==> src/rtl/gpio_regs_pkg.sv <==
package gpio_regs_pkg;
  typedef enum logic [1:0] {
    PG_NONE = 2'd0,
    PG_POL  = 2'd1,
    PG_EN   = 2'd2,
    PG_ID   = 2'd3
  } page_e;
endpackage

==> src/rtl/gpio_data_bank.sv <==
module gpio_data_bank #(
  parameter int NUM_PORTS = 6,
  parameter int DW        = 8,
  parameter int AW        = 4
) (
  input  logic                    clk_i,
  input  logic                    rst_ni,
  input  logic                    wr_i,
  input  logic [AW-1:0]           addr_i,
  input  logic [DW-1:0]           wdata_i,
  output logic [NUM_PORTS*DW-1:0] drive_o
);
  for (genvar p = 0; p < NUM_PORTS; p++) begin : g_port
    logic [DW-1:0] q;
    always_ff @(posedge clk_i or negedge rst_ni) begin
      if (!rst_ni)                           q <= '0;
      else if (wr_i && addr_i == AW'(p))     q <= wdata_i;
    end
    assign drive_o[p*DW +: DW] = q;
  end
endmodule

==> src/rtl/gpio_irq_bank.sv <==
module gpio_irq_bank
  import gpio_regs_pkg::*;
#(
  parameter int IRQ_PORTS = 3,
  parameter int DW        = 8,
  parameter int AW        = 4,
  parameter int BANK_BASE = 8
) (
  input  logic                    clk_i,
  input  logic                    rst_ni,
  input  logic                    wr_i,
  input  logic [AW-1:0]           addr_i,
  input  logic [DW-1:0]           wdata_i,
  input  page_e                   page_i,
  output logic [IRQ_PORTS*DW-1:0] en_o,
  output logic [IRQ_PORTS*DW-1:0] pol_o,
  output logic [IRQ_PORTS*DW-1:0] clr_o
);
  for (genvar k = 0; k < IRQ_PORTS; k++) begin : g_bank
    logic          hit;
    logic [DW-1:0] en_q, pol_q, clr_q;
    assign hit = wr_i && (addr_i == AW'(BANK_BASE + k));
    always_ff @(posedge clk_i or negedge rst_ni) begin
      if (!rst_ni) begin
        en_q  <= '0;
        pol_q <= '0;
        clr_q <= '0;
      end else begin
        if (hit && page_i == PG_EN)  en_q  <= wdata_i;
        if (hit && page_i == PG_POL) pol_q <= wdata_i;
        // status page write acknowledges pending bits for one cycle
        clr_q <= (hit && page_i == PG_ID) ? wdata_i : '0;
      end
    end
    assign en_o[k*DW +: DW]  = en_q;
    assign pol_o[k*DW +: DW] = pol_q;
    assign clr_o[k*DW +: DW] = clr_q;
  end
endmodule

==> src/rtl/paged_gpio_regs.sv <==
module paged_gpio_regs
  import gpio_regs_pkg::*;
#(
  parameter int NUM_PORTS = 6,
  parameter int IRQ_PORTS = 3,
  parameter int DW        = 8,
  parameter int AW        = 4
) (
  input  logic                    clk_i,
  input  logic                    rst_ni,
  input  logic [AW-1:0]           addr_i,
  input  logic [DW-1:0]           wdata_i,
  input  logic                    wr_i,
  input  logic                    rd_i,
  output logic [DW-1:0]           rdata_o,
  input  logic [NUM_PORTS*DW-1:0] pin_i,
  output logic [NUM_PORTS*DW-1:0] drive_o,
  input  logic [IRQ_PORTS*DW-1:0] irq_pend_i,
  output logic [IRQ_PORTS*DW-1:0] irq_en_o,
  output logic [IRQ_PORTS*DW-1:0] irq_pol_o,
  output logic [IRQ_PORTS*DW-1:0] irq_clr_o
);
  localparam int PAGE_ADDR = NUM_PORTS + 1;
  localparam int BANK_BASE = NUM_PORTS + 2;

  logic [DW-1:0] page_q, rd_mux, rdata_q;
  page_e         page;

  assign page = page_e'(page_q[DW-1 -: 2]);

  always_ff @(posedge clk_i or negedge rst_ni) begin
    if (!rst_ni)                                page_q <= '0;
    else if (wr_i && addr_i == AW'(PAGE_ADDR))  page_q <= wdata_i;
  end

  gpio_data_bank #(.NUM_PORTS(NUM_PORTS), .DW(DW), .AW(AW)) u_data (
    .clk_i   (clk_i),
    .rst_ni  (rst_ni),
    .wr_i    (wr_i),
    .addr_i  (addr_i),
    .wdata_i (wdata_i),
    .drive_o (drive_o)
  );

  gpio_irq_bank #(.IRQ_PORTS(IRQ_PORTS), .DW(DW), .AW(AW), .BANK_BASE(BANK_BASE)) u_irq (
    .clk_i   (clk_i),
    .rst_ni  (rst_ni),
    .wr_i    (wr_i),
    .addr_i  (addr_i),
    .wdata_i (wdata_i),
    .page_i  (page),
    .en_o    (irq_en_o),
    .pol_o   (irq_pol_o),
    .clr_o   (irq_clr_o)
  );

  always_comb begin
    rd_mux = '0;
    for (int p = 0; p < NUM_PORTS; p++)
      if (addr_i == AW'(p)) rd_mux = pin_i[p*DW +: DW];
    if (addr_i == AW'(PAGE_ADDR)) rd_mux = page_q;
    for (int k = 0; k < IRQ_PORTS; k++) begin
      if (addr_i == AW'(BANK_BASE + k)) begin
        unique case (page)
          PG_POL:  rd_mux = irq_pol_o[k*DW +: DW];
          PG_EN:   rd_mux = irq_en_o[k*DW +: DW];
          PG_ID:   rd_mux = irq_pend_i[k*DW +: DW];
          default: rd_mux = '0;
        endcase
      end
    end
  end

  always_ff @(posedge clk_i or negedge rst_ni) begin
    if (!rst_ni)   rdata_q <= '0;
    else if (rd_i) rdata_q <= rd_mux;
  end

  assign rdata_o = rdata_q;
endmodule

==> config.mk <==
export PLATFORM = sky130hd
export DESIGN_NAME = paged_gpio_regs
export DESIGN_NICKNAME = d
export VERILOG_FILES = /design/src/rtl/gpio_regs_pkg.sv /design/src/rtl/gpio_data_bank.sv /design/src/rtl/gpio_irq_bank.sv /design/src/rtl/paged_gpio_regs.sv
export SDC_FILE = /design/constraint.sdc
export NUM_CORES = 1
export LEC_CHECK = 0
export BUFFER_PORTS_ARGS = -buffer_cell sky130_fd_sc_hd__buf_4
export CORE_UTILIZATION = 46
export DETAILED_ROUTE_END_ITERATION = 8
export GPL_ROUTABILITY_DRIVEN = 0
export PLACE_DENSITY = 0.77
export SLEW_MARGIN = 20
export SYNTH_ARGS = -nofsm -noshare
export SYNTH_HDL_FRONTEND = slang
export SYNTH_SLANG_ARGS = --single-unit
export TNS_END_PERCENT = 50
==> constraint.sdc <==
create_clock -name clk_i -period 1.6 [get_ports clk_i]
set_clock_uncertainty 0.05 [all_clocks]
set_input_delay 0 -clock clk_i [delete_from_list [all_inputs] [get_ports clk_i]]
set_output_delay 0 -clock clk_i [all_outputs]
set_load 0.02 [all_outputs]
==> flow_metrics.py <==
metrics = {
    "run_status": {
        "outcome": "finished, violations left",
        "violations": "setup timing",
    },
    "worst_setup_path": {
        "critPathMaxFanout": 8,
        "crit_slowest_cell": "dfrtp_2",
        "crit_chain": "clkbuf_16 > mux2_2 > a22oi_2 > o22ai_2 > o32a_1",
        "path_class": "reg -> reg",
        "required_ps": 1850,
        "rrSetupSlack_ps": -130,
        "startpoint_type": "flop",
        "end_kind": "flop",
        "critical-path-max-stage-delay_ps": 430,
        "cp_top_family": "compound AO/OA/AOI/OAI gates",
        "cp.arrival_ps": 1980,
        "crit_buf_inv": 1,
    },
    "pwr": {
        "power_density_nw_per_um2": 1270,
        "p_total_w": 0.0120,
        "leakagePower_nw": 4.58,
        "ir_worst_vdd_v": 0.000856,
    },
    "cts": {
        "clockBufferDepth": 2,
        "cts_buffers": 17,
        "cts_tree": "yes",
        "cts.sinks": 136,
        "root_buffer": "clkbuf_16",
        "clock_latency_ps": 420,
        "clk_pin_slew_ps": 60,
        "htree_levels": 4,
    },
    "synth": {
        "yosysUniqueCellTypes": 48,
        "syn_inst": 514,
        "synth_seq_area_share_pct": 53.2,
        "synth-edff-count": 0,
        "avgSynthCellArea_um2": 12.5,
        "postSynthNetCount": 602,
        "yosysWarnings": 0,
        "yosys_register_bits": 136,
        "synth_ff_type": "dfrtp_1",
        "synth_area_um2": 6400,
        "async_flop_share_pct": 100,
    },
    "place": {
        "portBuffers": 215,
        "place_hpwl_um": 14600,
        "place_inst": 921,
    },
    "grt": {
        "grt_antenna_before_repair": 1,
        "grt_pass1_vias": 5672,
        "grt.overflow.total": 0,
        "grt_max_degree": 55,
        "grt_pass1_wl_um": 31600,
        "grt_usage_pct": 29.7,
    },
    "sta": {
        "grt_setup_unrepaired": "yes",
        "hold_viol": 0,
        "fin_ws_ps": -130,
        "setup_viol": 27,
        "slew_violations": 0,
        "fmax_mhz": 578,
        "slew_headroom_pct": 63.8,
        "hold_slack_ps": 33.8,
        "tightest_slew_ps": 542,
        "fin_crit_ps": 1730,
        "finalCritPeriodShare_pct": 108,
    },
    "floorplan": {
        "start_util_pct": 47.8,
        "die-area_um2": 14400,
        "num_rows": 42,
        "fp.dieH_um": 120,
        "core_um2": 13400,
        "io_pins": 216,
        "dieWidth_um": 120,
    },
    "routing": {
        "wl_um": 21000,
        "ant_nets": 0,
        "drt_iter0_drc": 428,
        "vias_per_cell": 5.67,
        "vias": 5474,
        "drt_first_pass_iters": 5,
        "drt-wirelength-per-cell_um": 21.8,
        "drc": 0,
    },
    "layout": {
        "finish.utilization_pct": 70.5,
        "diodes": 0,
        "fillers": 925,
        "drive_gt1_share_pct": 59.2,
        "fin_cells": 965,
        "area_delta_synth_final_pct": 47.5,
        "nNetsFinal": 864,
    },
    "hold_path": {
        "hold_path_class": "in -> async",
    },
    "flow_run": {
        "drv_cap": 0,
    },
}
[timing repair]
| item | CTS | global route |
|---|---|---|
| setup buffers | 1 | 0 |
| pin swaps | 11 | 13 |
| hold endpoints to repair | 271 | 0 |
| hold buffers | 10 | 0 |
| setup endpoints to repair | 42 | 56 |
| gates cloned | 1 | 0 |
| resized for setup | 23 | 10 |
[cells in the final DEF (no fill, tap or decap), types with 3 or more instances in the layout]
master,n
o22ai_1,8
o22ai_2,4
clkbuf_1,3
o32a_1,4
clkbuf_8,6
nor4_1,3
nor3_1,12
a31oi_1,5
a22oi_1,7
buf_12,8
clkbuf_16,18
a22o_1,5
a211oi_1,4
nor2b_1,6
nand3_1,3
inv_1,6
mux2_4,13
dfrtp_1,135
nor2_1,25
and2_1,25
a22oi_2,12
o21ai_0,6
buf_4,260
o221ai_1,5
a21oi_1,19
dlygate4sd3_1,10
nand3_2,3
or3b_2,4
nand2_1,7
nand4b_1,3
mux2_2,116
[registers in the layout, summed over array words and instances (netlist names)]
name	cells
u_data.g_port.q	48
u_irq.g_bank.clr_q	24
u_irq.g_bank.en_q	24
u_irq.g_bank.pol_q	24
page_q	8
rdata_o	8
[worst register-to-register path, cell delays in order, from the launching register on]
cell and delay, ps:
dfrtp_2 430, clkbuf_16 190, mux2_2 350, a22oi_2 150, o22ai_2 120, o32a_1 330
[Yosys cell counts, types with 3 or more instances]
master    number  share of area (%)
o221ai_1       6               0.82
nor2_1        25                1.5
nor2_2         3               0.29
nor2b_1        7               0.68
a211oi_1       4               0.47
nor3_1        12               0.94
a22oi_1       19                2.2
a31oi_1        5               0.49
nor4_1         3               0.29
a21oi_1       21                1.6
buf_2         17                1.3
o32a_1         4               0.63
nand2_1        7               0.41
or3b_2         4               0.55
nand3_1        3               0.23
mux2_4         8                1.9
nand3_2        3               0.47
dfrtp_1      136                 53
clkbuf_1      17                1.0
nand4b_1       3               0.41
o22ai_1       12                1.2
o21ai_0        7               0.55
inv_1          6               0.35
mux2_2       121                 21
and2_1        25                2.4
a22o_1         5               0.68
[cells by family after synthesis]
logic type	share of synthesized area (%)
and+or+nand+nor	10.0
DFF	53.2
muxes	23.5
AOI/OAI and AO/OA	10.0
buffers and inverters	3.32
[where the power goes]
part / internal [W] / total (W) / switching (W)
Combinational: 0.00178 / 0.00360 / 0.00182
Sequential: 0.00402 / 0.00447 / 0.000454
Clock: 0.00254 / 0.00393 / 0.00139
[per-stage QoR]
stage                     instance area (µm²)  TNS, ps  setup WS (ps)
after detailed placement                 8560    -3720           -183
after floorplan                          6410    -29.1          -13.7
after global placement                   8560    -1750           -108
after global routing                     9440    -3880           -178
final                                    9440    -1240           -130
after CTS                                9400    -2310           -128
[area by class of cell]
class                      instances  area [µm²]  area share, %
timing repair buffer             281        2260           23.9
inverter                           7        26.3          0.278
clock inverter                     6        86.3          0.914
multi-input combinational        333        2930           31.0
clock buffer                      26         519           5.50
sequential                       136        3400           36.1
tap                              176         220           2.33
[layer usage]
metal / vias up / track usage [%] / routed length, µm
met3: 67 / 8.46 / 1800
met2: 299 / 48.3 / 10200
li1: 2399 / - / -
met4: 0 / 15.9 / 773
met5: - / 0 / 0
met1: 2709 / 35.6 / 8240
[path summary, 6_finish.rpt]
kind	start	to	cells past startpoint
setup / recovery	page_q[6]$_DFFE_PN0P_	rdata_o[6]$_DFFE_PN0P_	5
hold / removal	rst_ni	u_data.g_port[1].q[4]$_DFFE_PN0P_	2
setup reg to reg	page_q[6]$_DFFE_PN0P_	rdata_o[6]$_DFFE_PN0P_	5
hold reg to reg	u_data.g_port[0].q[1]$_DFFE_PN0P_	u_data.g_port[0].q[1]$_DFFE_PN0P_	1
max in group asynchronous	rst_ni	u_irq.g_bank[2].clr_q[6]$_DFF_PN0_	3
min in group clk_i	wr_i	u_data.g_port[0].q[1]$_DFFE_PN0P_	3
Note: power is estimated with default switching activity, not from simulation.
